## config.mk

```make
export PLATFORM = sky130hd
export DESIGN_NAME = cmdring_engine
export DESIGN_NICKNAME = d
export VERILOG_FILES = /design/src/rtl/cmdring_pkg.sv /design/src/rtl/cmdring_decode.sv /design/src/rtl/cmdring_regs.sv /design/src/rtl/cmdring_fetch_fsm.sv /design/src/rtl/cmdring_engine.sv
export SDC_FILE = /design/constraint.sdc
export NUM_CORES = 1
export LEC_CHECK = 0
export ABC_AREA = 1
export ABC_CLOCK_PERIOD_IN_PS = 5340
export BUFFER_PORTS_ARGS = -buffer_cell sky130_fd_sc_hd__buf_2
export CAP_MARGIN = 20
export CORE_AREA = 4 4 194 196
export DETAILED_ROUTE_END_ITERATION = 7
export DIE_AREA = 0 0 198 200
export GPL_TIMING_DRIVEN = 0
export HOLD_SLACK_MARGIN = 0.15
export PLACE_DENSITY = 0.75
export REMOVE_ABC_BUFFERS = 1
export SETUP_SLACK_MARGIN = 0.15
export SYNTH_ARGS = -nofsm -noshare
export SYNTH_HDL_FRONTEND = slang
export SYNTH_SLANG_ARGS = --single-unit
```

## constraint.sdc

```tcl
create_clock -name clk -period 5.34 [get_ports clk]
set_input_delay 0.534 -clock clk [delete_from_list [all_inputs] [get_ports clk]]
set_output_delay 0.534 -clock clk [all_outputs]
set_load 0.005 [all_outputs]
```

## src/rtl/cmdring_pkg.sv

```systemverilog
package cmdring_pkg;

  localparam int ENTRY_SHIFT = 4;
  localparam int PAGE_SHIFT  = 12;
  localparam logic [63:0] CTRL_KEEP = 64'h004d_efff_ffff_ffff;

  localparam int CTL_GLOBAL_EN = 0;
  localparam int CTL_EVLOG_EN  = 2;
  localparam int CTL_RING_EN   = 12;

  typedef enum logic [1:0] {
    REG_CTRL = 2'd0,
    REG_BASE = 2'd1,
    REG_HEAD = 2'd2,
    REG_TAIL = 2'd3
  } reg_sel_e;

  typedef enum logic [3:0] {
    OP_CWAIT     = 4'd1,
    OP_INV_DEV   = 4'd2,
    OP_INV_PAGES = 4'd3,
    OP_INV_RTLB  = 4'd4,
    OP_INV_INTR  = 4'd5,
    OP_PREFETCH  = 4'd6,
    OP_PRQ_DONE  = 4'd7,
    OP_INV_ALL   = 4'd8
  } opcode_e;

  typedef enum logic [1:0] {
    F_IDLE,
    F_REQ,
    F_WAIT,
    F_DISP
  } fetch_state_e;

  // ring size in bytes for a size code
  function automatic int unsigned ring_bytes(int unsigned len_code);
    return 32'd16 << len_code;
  endfunction

  // byte offset of the entry after 'off', wrapping at the ring end
  function automatic int unsigned ring_next(int unsigned off, int unsigned len_code);
    return (off + 32'd16) & (ring_bytes(len_code) - 32'd1);
  endfunction

  // number of entries from head up to (not including) tail
  function automatic int unsigned ring_pending(int unsigned head, int unsigned tail,
                                               int unsigned len_code);
    int unsigned hi;
    int unsigned ti;
    hi = head >> ENTRY_SHIFT;
    ti = tail >> ENTRY_SHIFT;
    if (ti >= hi) return ti - hi;
    return (32'd1 << len_code) - hi + ti;
  endfunction

  function automatic logic op_known(logic [3:0] op);
    return (op >= 4'(OP_CWAIT)) && (op <= 4'(OP_INV_ALL));
  endfunction

endpackage

```

## src/rtl/cmdring_decode.sv

```systemverilog
module cmdring_decode
  import cmdring_pkg::*;
(
  input  logic [3:0] opcode,
  output logic       known
);
  assign known = op_known(opcode);
endmodule

```

## src/rtl/cmdring_regs.sv

```systemverilog
module cmdring_regs
  import cmdring_pkg::*;
#(
  parameter  int MAX_LOG2 = 15,
  parameter  int BASE_W   = 40,
  parameter  int LEN_W    = 4,
  localparam int OFF_W    = MAX_LOG2 + ENTRY_SHIFT
) (
  input  logic              clk,
  input  logic              rst_n,
  input  logic              reg_we,
  input  logic [1:0]        reg_sel,
  input  logic [63:0]       reg_wdata,
  input  logic              ovf_set,
  input  logic              halt,
  input  logic              head_adv,
  input  logic [OFF_W-1:0]  head_adv_val,
  output logic [63:0]       ctrl,
  output logic [BASE_W-1:0] base_page,
  output logic [LEN_W-1:0]  len_eff,
  output logic [OFF_W-1:0]  head,
  output logic [OFF_W-1:0]  tail,
  output logic              running,
  output logic              ovf
);
  logic [LEN_W-1:0] len_raw;
  logic [63:0]      ctrl_new;
  logic             ctrl_wr, base_wr, head_wr, tail_wr;
  logic             ring_flip, evlog_arm;
  logic [OFF_W-1:0] wr_off;

  assign ctrl_wr  = reg_we && (reg_sel == 2'(REG_CTRL));
  assign base_wr  = reg_we && (reg_sel == 2'(REG_BASE));
  assign head_wr  = reg_we && (reg_sel == 2'(REG_HEAD));
  assign tail_wr  = reg_we && (reg_sel == 2'(REG_TAIL));
  assign ctrl_new = reg_wdata & CTRL_KEEP;
  assign wr_off   = {reg_wdata[OFF_W-1:ENTRY_SHIFT], {ENTRY_SHIFT{1'b0}}};

  assign ring_flip = ctrl_wr && (ctrl_new[CTL_RING_EN] != ctrl[CTL_RING_EN]);
  assign evlog_arm = ctrl_wr && (ctrl_new[CTL_EVLOG_EN] != ctrl[CTL_EVLOG_EN])
                     && ctrl_new[CTL_GLOBAL_EN] && ctrl_new[CTL_EVLOG_EN];

  assign len_eff = (32'(len_raw) > MAX_LOG2) ? LEN_W'(MAX_LOG2) : len_raw;

  always_ff @(posedge clk or negedge rst_n) begin
    if (!rst_n) begin
      ctrl      <= '0;
      base_page <= '0;
      len_raw   <= '0;
      head      <= '0;
      tail      <= '0;
      running   <= 1'b0;
      ovf       <= 1'b0;
    end else begin
      if (ctrl_wr) ctrl <= ctrl_new;
      if (base_wr) begin
        base_page <= reg_wdata[BASE_W-1:0];
        len_raw   <= reg_wdata[BASE_W +: LEN_W];
      end
      // software write takes precedence over the engine's own advance
      if (head_wr)       head <= wr_off;
      else if (head_adv) head <= head_adv_val;
      if (tail_wr) tail <= wr_off;
      // ring-enable edge decides; otherwise a fault or illegal opcode stops
      if (ring_flip) running <= ctrl_new[CTL_GLOBAL_EN] & ctrl_new[CTL_RING_EN];
      else if (halt) running <= 1'b0;
      if (ovf_set)        ovf <= 1'b1;
      else if (evlog_arm) ovf <= 1'b0;
    end
  end
endmodule

```

## src/rtl/cmdring_fetch_fsm.sv

```systemverilog
module cmdring_fetch_fsm
  import cmdring_pkg::*;
#(
  parameter  int MAX_LOG2 = 15,
  parameter  int BASE_W   = 40,
  parameter  int LEN_W    = 4,
  parameter  int ENTRY_W  = 128,
  localparam int OFF_W    = MAX_LOG2 + ENTRY_SHIFT,
  localparam int ADDR_W   = BASE_W + PAGE_SHIFT
) (
  input  logic               clk,
  input  logic               rst_n,
  input  logic               running,
  input  logic [BASE_W-1:0]  base_page,
  input  logic [LEN_W-1:0]   len_eff,
  input  logic [OFF_W-1:0]   head,
  input  logic [OFF_W-1:0]   tail,
  output logic               mem_req_valid,
  input  logic               mem_req_ready,
  output logic [ADDR_W-1:0]  mem_req_addr,
  input  logic               mem_rsp_valid,
  input  logic               mem_rsp_err,
  input  logic [ENTRY_W-1:0] mem_rsp_data,
  input  logic               rsp_known,
  output logic               cmd_valid,
  input  logic               cmd_ready,
  output logic [ENTRY_W-1:0] cmd_data,
  output logic               fetch_go,
  output logic               rsp_fault,
  output logic               illegal_hit,
  output logic               head_adv,
  output logic [OFF_W-1:0]   head_adv_val
);
  fetch_state_e       state;
  logic [ADDR_W-1:0]  req_addr;
  logic [OFF_W-1:0]   fetch_off;
  logic [ENTRY_W-1:0] cmd_q;
  logic               rsp_take;

  assign fetch_go     = (state == F_IDLE) && running && (head != tail);
  assign rsp_take     = (state == F_WAIT) && mem_rsp_valid;
  assign rsp_fault    = rsp_take && mem_rsp_err;
  assign head_adv     = rsp_take && !mem_rsp_err;
  assign illegal_hit  = head_adv && !rsp_known;
  assign head_adv_val = OFF_W'(ring_next(32'(fetch_off), 32'(len_eff)));

  assign mem_req_valid = (state == F_REQ);
  assign mem_req_addr  = req_addr;
  assign cmd_valid     = (state == F_DISP);
  assign cmd_data      = cmd_q;

  always_ff @(posedge clk or negedge rst_n) begin
    if (!rst_n) begin
      state     <= F_IDLE;
      req_addr  <= '0;
      fetch_off <= '0;
      cmd_q     <= '0;
    end else begin
      case (state)
        F_IDLE: if (fetch_go) begin
          state     <= F_REQ;
          req_addr  <= {base_page, {PAGE_SHIFT{1'b0}}} + ADDR_W'(head);
          fetch_off <= head;
        end
        F_REQ: if (mem_req_ready) state <= F_WAIT;
        F_WAIT: if (mem_rsp_valid) begin
          if (mem_rsp_err || !rsp_known) state <= F_IDLE;
          else begin
            state <= F_DISP;
            cmd_q <= mem_rsp_data;
          end
        end
        F_DISP: if (cmd_ready) state <= F_IDLE;
        default: state <= F_IDLE;
      endcase
    end
  end
endmodule

```

## src/rtl/cmdring_engine.sv

```systemverilog
module cmdring_engine
  import cmdring_pkg::*;
#(
  parameter  int MAX_LOG2 = 15,
  parameter  int BASE_W   = 40,
  parameter  int LEN_W    = 4,
  parameter  int ENTRY_W  = 128,
  localparam int OFF_W    = MAX_LOG2 + ENTRY_SHIFT,
  localparam int IDX_W    = MAX_LOG2 + 1,
  localparam int ADDR_W   = BASE_W + PAGE_SHIFT
) (
  input  logic               clk,
  input  logic               rst_n,
  input  logic               reg_we,
  input  logic [1:0]         reg_sel,
  input  logic [63:0]        reg_wdata,
  input  logic               evlog_ovf_set,
  output logic [63:0]        ctrl_q,
  output logic               status_running,
  output logic               status_evlog_ovf,
  output logic [OFF_W-1:0]   head_off,
  output logic [OFF_W-1:0]   tail_off,
  output logic [IDX_W-1:0]   pending_cnt,
  output logic               mem_req_valid,
  input  logic               mem_req_ready,
  output logic [ADDR_W-1:0]  mem_req_addr,
  input  logic               mem_rsp_valid,
  input  logic               mem_rsp_err,
  input  logic [ENTRY_W-1:0] mem_rsp_data,
  output logic               cmd_valid,
  input  logic               cmd_ready,
  output logic [ENTRY_W-1:0] cmd_data
);
  logic [BASE_W-1:0] base_page;
  logic [LEN_W-1:0]  len_eff;
  logic              rsp_known;
  logic              fetch_go, rsp_fault, illegal_hit, head_adv, halt;
  logic [OFF_W-1:0]  head_adv_val;

  assign halt        = rsp_fault | illegal_hit;
  assign pending_cnt = IDX_W'(ring_pending(32'(head_off), 32'(tail_off), 32'(len_eff)));

  cmdring_regs #(.MAX_LOG2(MAX_LOG2), .BASE_W(BASE_W), .LEN_W(LEN_W)) u_regs (
    .clk(clk), .rst_n(rst_n),
    .reg_we(reg_we), .reg_sel(reg_sel), .reg_wdata(reg_wdata),
    .ovf_set(evlog_ovf_set), .halt(halt),
    .head_adv(head_adv), .head_adv_val(head_adv_val),
    .ctrl(ctrl_q), .base_page(base_page), .len_eff(len_eff),
    .head(head_off), .tail(tail_off),
    .running(status_running), .ovf(status_evlog_ovf)
  );

  cmdring_decode u_dec (
    .opcode(mem_rsp_data[63:60]),
    .known(rsp_known)
  );

  cmdring_fetch_fsm #(.MAX_LOG2(MAX_LOG2), .BASE_W(BASE_W), .LEN_W(LEN_W),
                      .ENTRY_W(ENTRY_W)) u_fsm (
    .clk(clk), .rst_n(rst_n),
    .running(status_running), .base_page(base_page), .len_eff(len_eff),
    .head(head_off), .tail(tail_off),
    .mem_req_valid(mem_req_valid), .mem_req_ready(mem_req_ready),
    .mem_req_addr(mem_req_addr),
    .mem_rsp_valid(mem_rsp_valid), .mem_rsp_err(mem_rsp_err),
    .mem_rsp_data(mem_rsp_data), .rsp_known(rsp_known),
    .cmd_valid(cmd_valid), .cmd_ready(cmd_ready), .cmd_data(cmd_data),
    .fetch_go(fetch_go), .rsp_fault(rsp_fault), .illegal_hit(illegal_hit),
    .head_adv(head_adv), .head_adv_val(head_adv_val)
  );
endmodule

```

==> flow_summary_export.csv <==
group,metric,value,unit
status,status,"finished clean",
setup_path,setup.worst_path.start_class,"flop",
floorplan,floorplan.initialDensity,48.0,%
pwr,p_leak,11.5,nW
place,io_buffers,473,
drt,top_layer_used,"met5",
run,drv_cap,0,
cts,cts-root-buf,"clkbuf_16",
setup_path,crit_required,4810,ps
setup_path,end_kind,"primary output",
global_route,antenna_found_initial,16,
place,dp.final_hpwl,44400,µm
cts,numCtsBuffers,35,
finish,syn_to_final_growth,22.1,%
synth,synth_mux_area_share,10.4,%
synth,synthCells,1886,
drt,via_per_inst,5.19,
floorplan,fp.dieArea,39600,µm²
synth,synth_top_family_by_area,"simple AND/OR/NAND/NOR gates",
drt,drcViolationCount,0,
synth,synthAdderAreaFrac,4.61,%
synth,synth-simple-area-share,19.8,%
synth,synth_compound_area_share,8.11,%
pwr,peakVddDrop,0.308,mV
cts,clock_latency,530,ps
global_route,grt_pass1_vias,14400,
finish,drive_gt1_share,32.4,%
sta,tightest_slew,1000,ps
place,dp.cells,2763,
synth,synthFlopType,"dfrtp_1",
cts,cts.path.max_buffers,3,
sta,grt_setup_unrepaired,"no",
sta,setup_slack,921,ps
global_route,overflow,0,
drt,drt_first_iter_violations,948,
min_path,hp-class,"input port to flop",
finish,finalNetCount,2593,
drt,wl_met3,4920,µm
setup_path,crit_fanout,7,
synth,synth_area,17300,µm²
floorplan,num_rows,70,
sta,hold_viol_final,0,
floorplan,fp.dieW,198,µm
drt,dr.pass1.iters,6,
synth,async_flop_share,100,%
synth,synth_edf_count,0,
cts,cts_tree,"built",
setup_path,r2r_slack,1750,ps
finish,fin_cells,2841,
synth,yosysSeqAreaShare,46.2,%
drt,wl_per_cell,20.1,µm
sta,slew_violations,0,
sta,maxSlewHeadroom,32.9,%
sta,period_share,82.7,%
pwr,p_per_area,537,nW/µm²
floorplan,die_y,200,µm
synth,synth_xor_area_share,2.43,%
sta,fmax,0.226,GHz
cts,htree_levels,2,
setup_path,worstSetupPathType,"flop to primary output",
drt,wl_met1,22700,µm
global_route,grt_max_degree,116,
sta,clock_skew,19.5,ps
cts,post_cts_resized,0,
pwr,finalPower,11.4,mW
floorplan,core,36100,µm²
drt,met2WireLength,27400,µm
synth,syn_avg_cell_area,9.18,µm²
sta,min_period,4420,ps
drt,vias,14700,
place,pre_cts_slack,1520,ps
global_route,grt_use_total,27.6,%
cts,clk_pin_slew_worst_paths,60,ps
drt,drt-total-wl,57000,µm
floorplan,ios,504,
place,gp_congestion,0.947,
sta,setup_viol,0,
synth,yosysUniqueCellTypes,50,
global_route,grt_pass1_wl,84600,µm
cts,cts_sinks,320,
synth,ys_seq_elements,320,
synth,ys_warn_count,0,
drt,ant_nets,0,
setup_path,worstPathArrival,3880,ps
==> cell families after synthesis <==
kind of cell | Yosys count
buffers and inverters | 290
muxes | 127
other | 1
DFF | 320
AOI/OAI and AO/OA | 238
adders and majority gates | 56
and+or+nand+nor | 806
xor gates and xnor gates | 48
==> critical path, stage by stage (launching register included) <==
cell and delay, ps:
dfrtp_1 500, inv_1 140, nor2_1 210, inv_1 100, nor2_1 260, xor2_1 190
inv_1 60, ha_1 300, ha_1 370, nand2_1 220, inv_1 90, a21oi_1 150
nand2_1 220, nand2_1 150, nand2_1 60, nand2_1 50, nand2_1 50, nand2_1 80
nand2_1 50, buf_2 120
==> final timing paths <==
| kind | startpoint | to | depth (start not counted) |
|---|---|---|---|
| max in group asynchronous | rst_n | u_fsm.cmd_data[17]$_DFFE_PN0P_ | 3 |
| worst max register to register | u_regs.head[16]$_DFFE_PN0P_ | u_fsm.mem_req_addr[40]$_DFFE_PN0P_ | 9 |
| worst max-delay path | u_regs.len_eff[1]$_DFFE_PN0P_ | pending_cnt[11] | 19 |
| worst min-delay path | evlog_ovf_set | u_regs.ovf$_DFFE_PN0P_ | 2 |
| min in group asynchronous | rst_n | u_regs.ctrl[30]$_DFFE_PN0P_ | 2 |
| worst min register to register | u_regs.ovf$_DFFE_PN0P_ | u_regs.ovf$_DFFE_PN0P_ | 1 |
==> stage by stage <==
step / hold WS, ps / util (%) / TNS (ps) / cell area (µm²)
detailed placement: 467 / 55.0 / 0 / 19800
floorplan: 238 / - / -189950 / 16700
global placement: 460 / 54.5 / -1143820 / 19700
finish: 183 / 58.6 / 0 / 21200
CTS: 160 / 58.5 / 0 / 21100
global route: 175 / 58.6 / 0 / 21200
==> cells in the mapped netlist, types with 14 or more instances <==
master,number,area [µm²]
dfrtp_1,320,8010
nand2_2,60,375
mux2_2,19,214
mux2_4,100,1500
inv_1,202,758
o21ai_0,130,651
nand4_1,14,87.6
a21oi_1,36,180
nand2_1,484,1820
nand3_1,100,500
nor2_1,114,428
xor2_1,31,272
ha_1,43,538
clkbuf_1,25,93.8
xnor2_1,17,149
o21ai_2,35,307
buf_4,32,240
==> state kept, by name, summed over array words and instances (netlist names) <==
signal / count
u_fsm.cmd_data: 128
u_regs.tail: 15
u_regs.ovf: 1
u_regs.base_page: 40
u_regs.len_eff: 4
u_regs.running: 1
u_fsm.fetch_off: 19
u_regs.ctrl: 51
u_fsm.state: 2
u_regs.head: 19
u_fsm.mem_req_addr: 40
==> cell usage in the layout (no fill, tap or decap), types with 9 or more instances in the layout <==
master     Yosys  layout
mux2_2        19      19
nand4_1       14      14
fa_1          13      13
a21oi_1       36      36
o21ai_2       35      35
clkbuf_16      0      36
xor2_1        31      31
dfrtp_1      320     320
xnor2_1       17      17
buf_2          5     472
mux2_4       100     100
inv_1        202     202
ha_1          43      43
nand3b_1       9       9
nand2_2       60      59
nand2_1      484     483
diode_2        0      12
conb_1         1      17
nand3_1      100      98
o21bai_1      11      11
nor2_1       114     114
o21ai_0      130     130
==> power breakdown <==
group | switching (mW) | leakage (nW) | total [mW] | internal [mW]
Combinational | 2.53 | 6.91 | 4.71 | 2.18
Clock | 1.04 | 0.616 | 2.66 | 1.63
Sequential | 0.706 | 3.99 | 3.98 | 3.27
Total | 4.27 | 11.5 | 11.4 | 7.08
==> repair_timing <==
item | in CTS | in global routing
hold endpoints to repair | 97 | 0
hold buffers | 1 | 0
setup buffers | 0 | 0
==> per-layer routing <==
layer | track usage [%] | up-vias
li1 | - | 6953
met2 | 45.0 | 620
met3 | 7.28 | 111
met1 | 35.5 | 7053
met4 | 10.5 | 2
met5 | 0 | -
==> area by class of cell <==
class,instances,area [µm²]
diodes,12,30.0
inverters,206,773
multi-input cells,1292,7980
repair buffers,480,2520
flip-flops and latches,320,8010
fillers,3231,14900
well taps,468,586
clock inverters,20,303
clock buffers,43,957
Note: power is estimated with default switching activity, not from simulation.
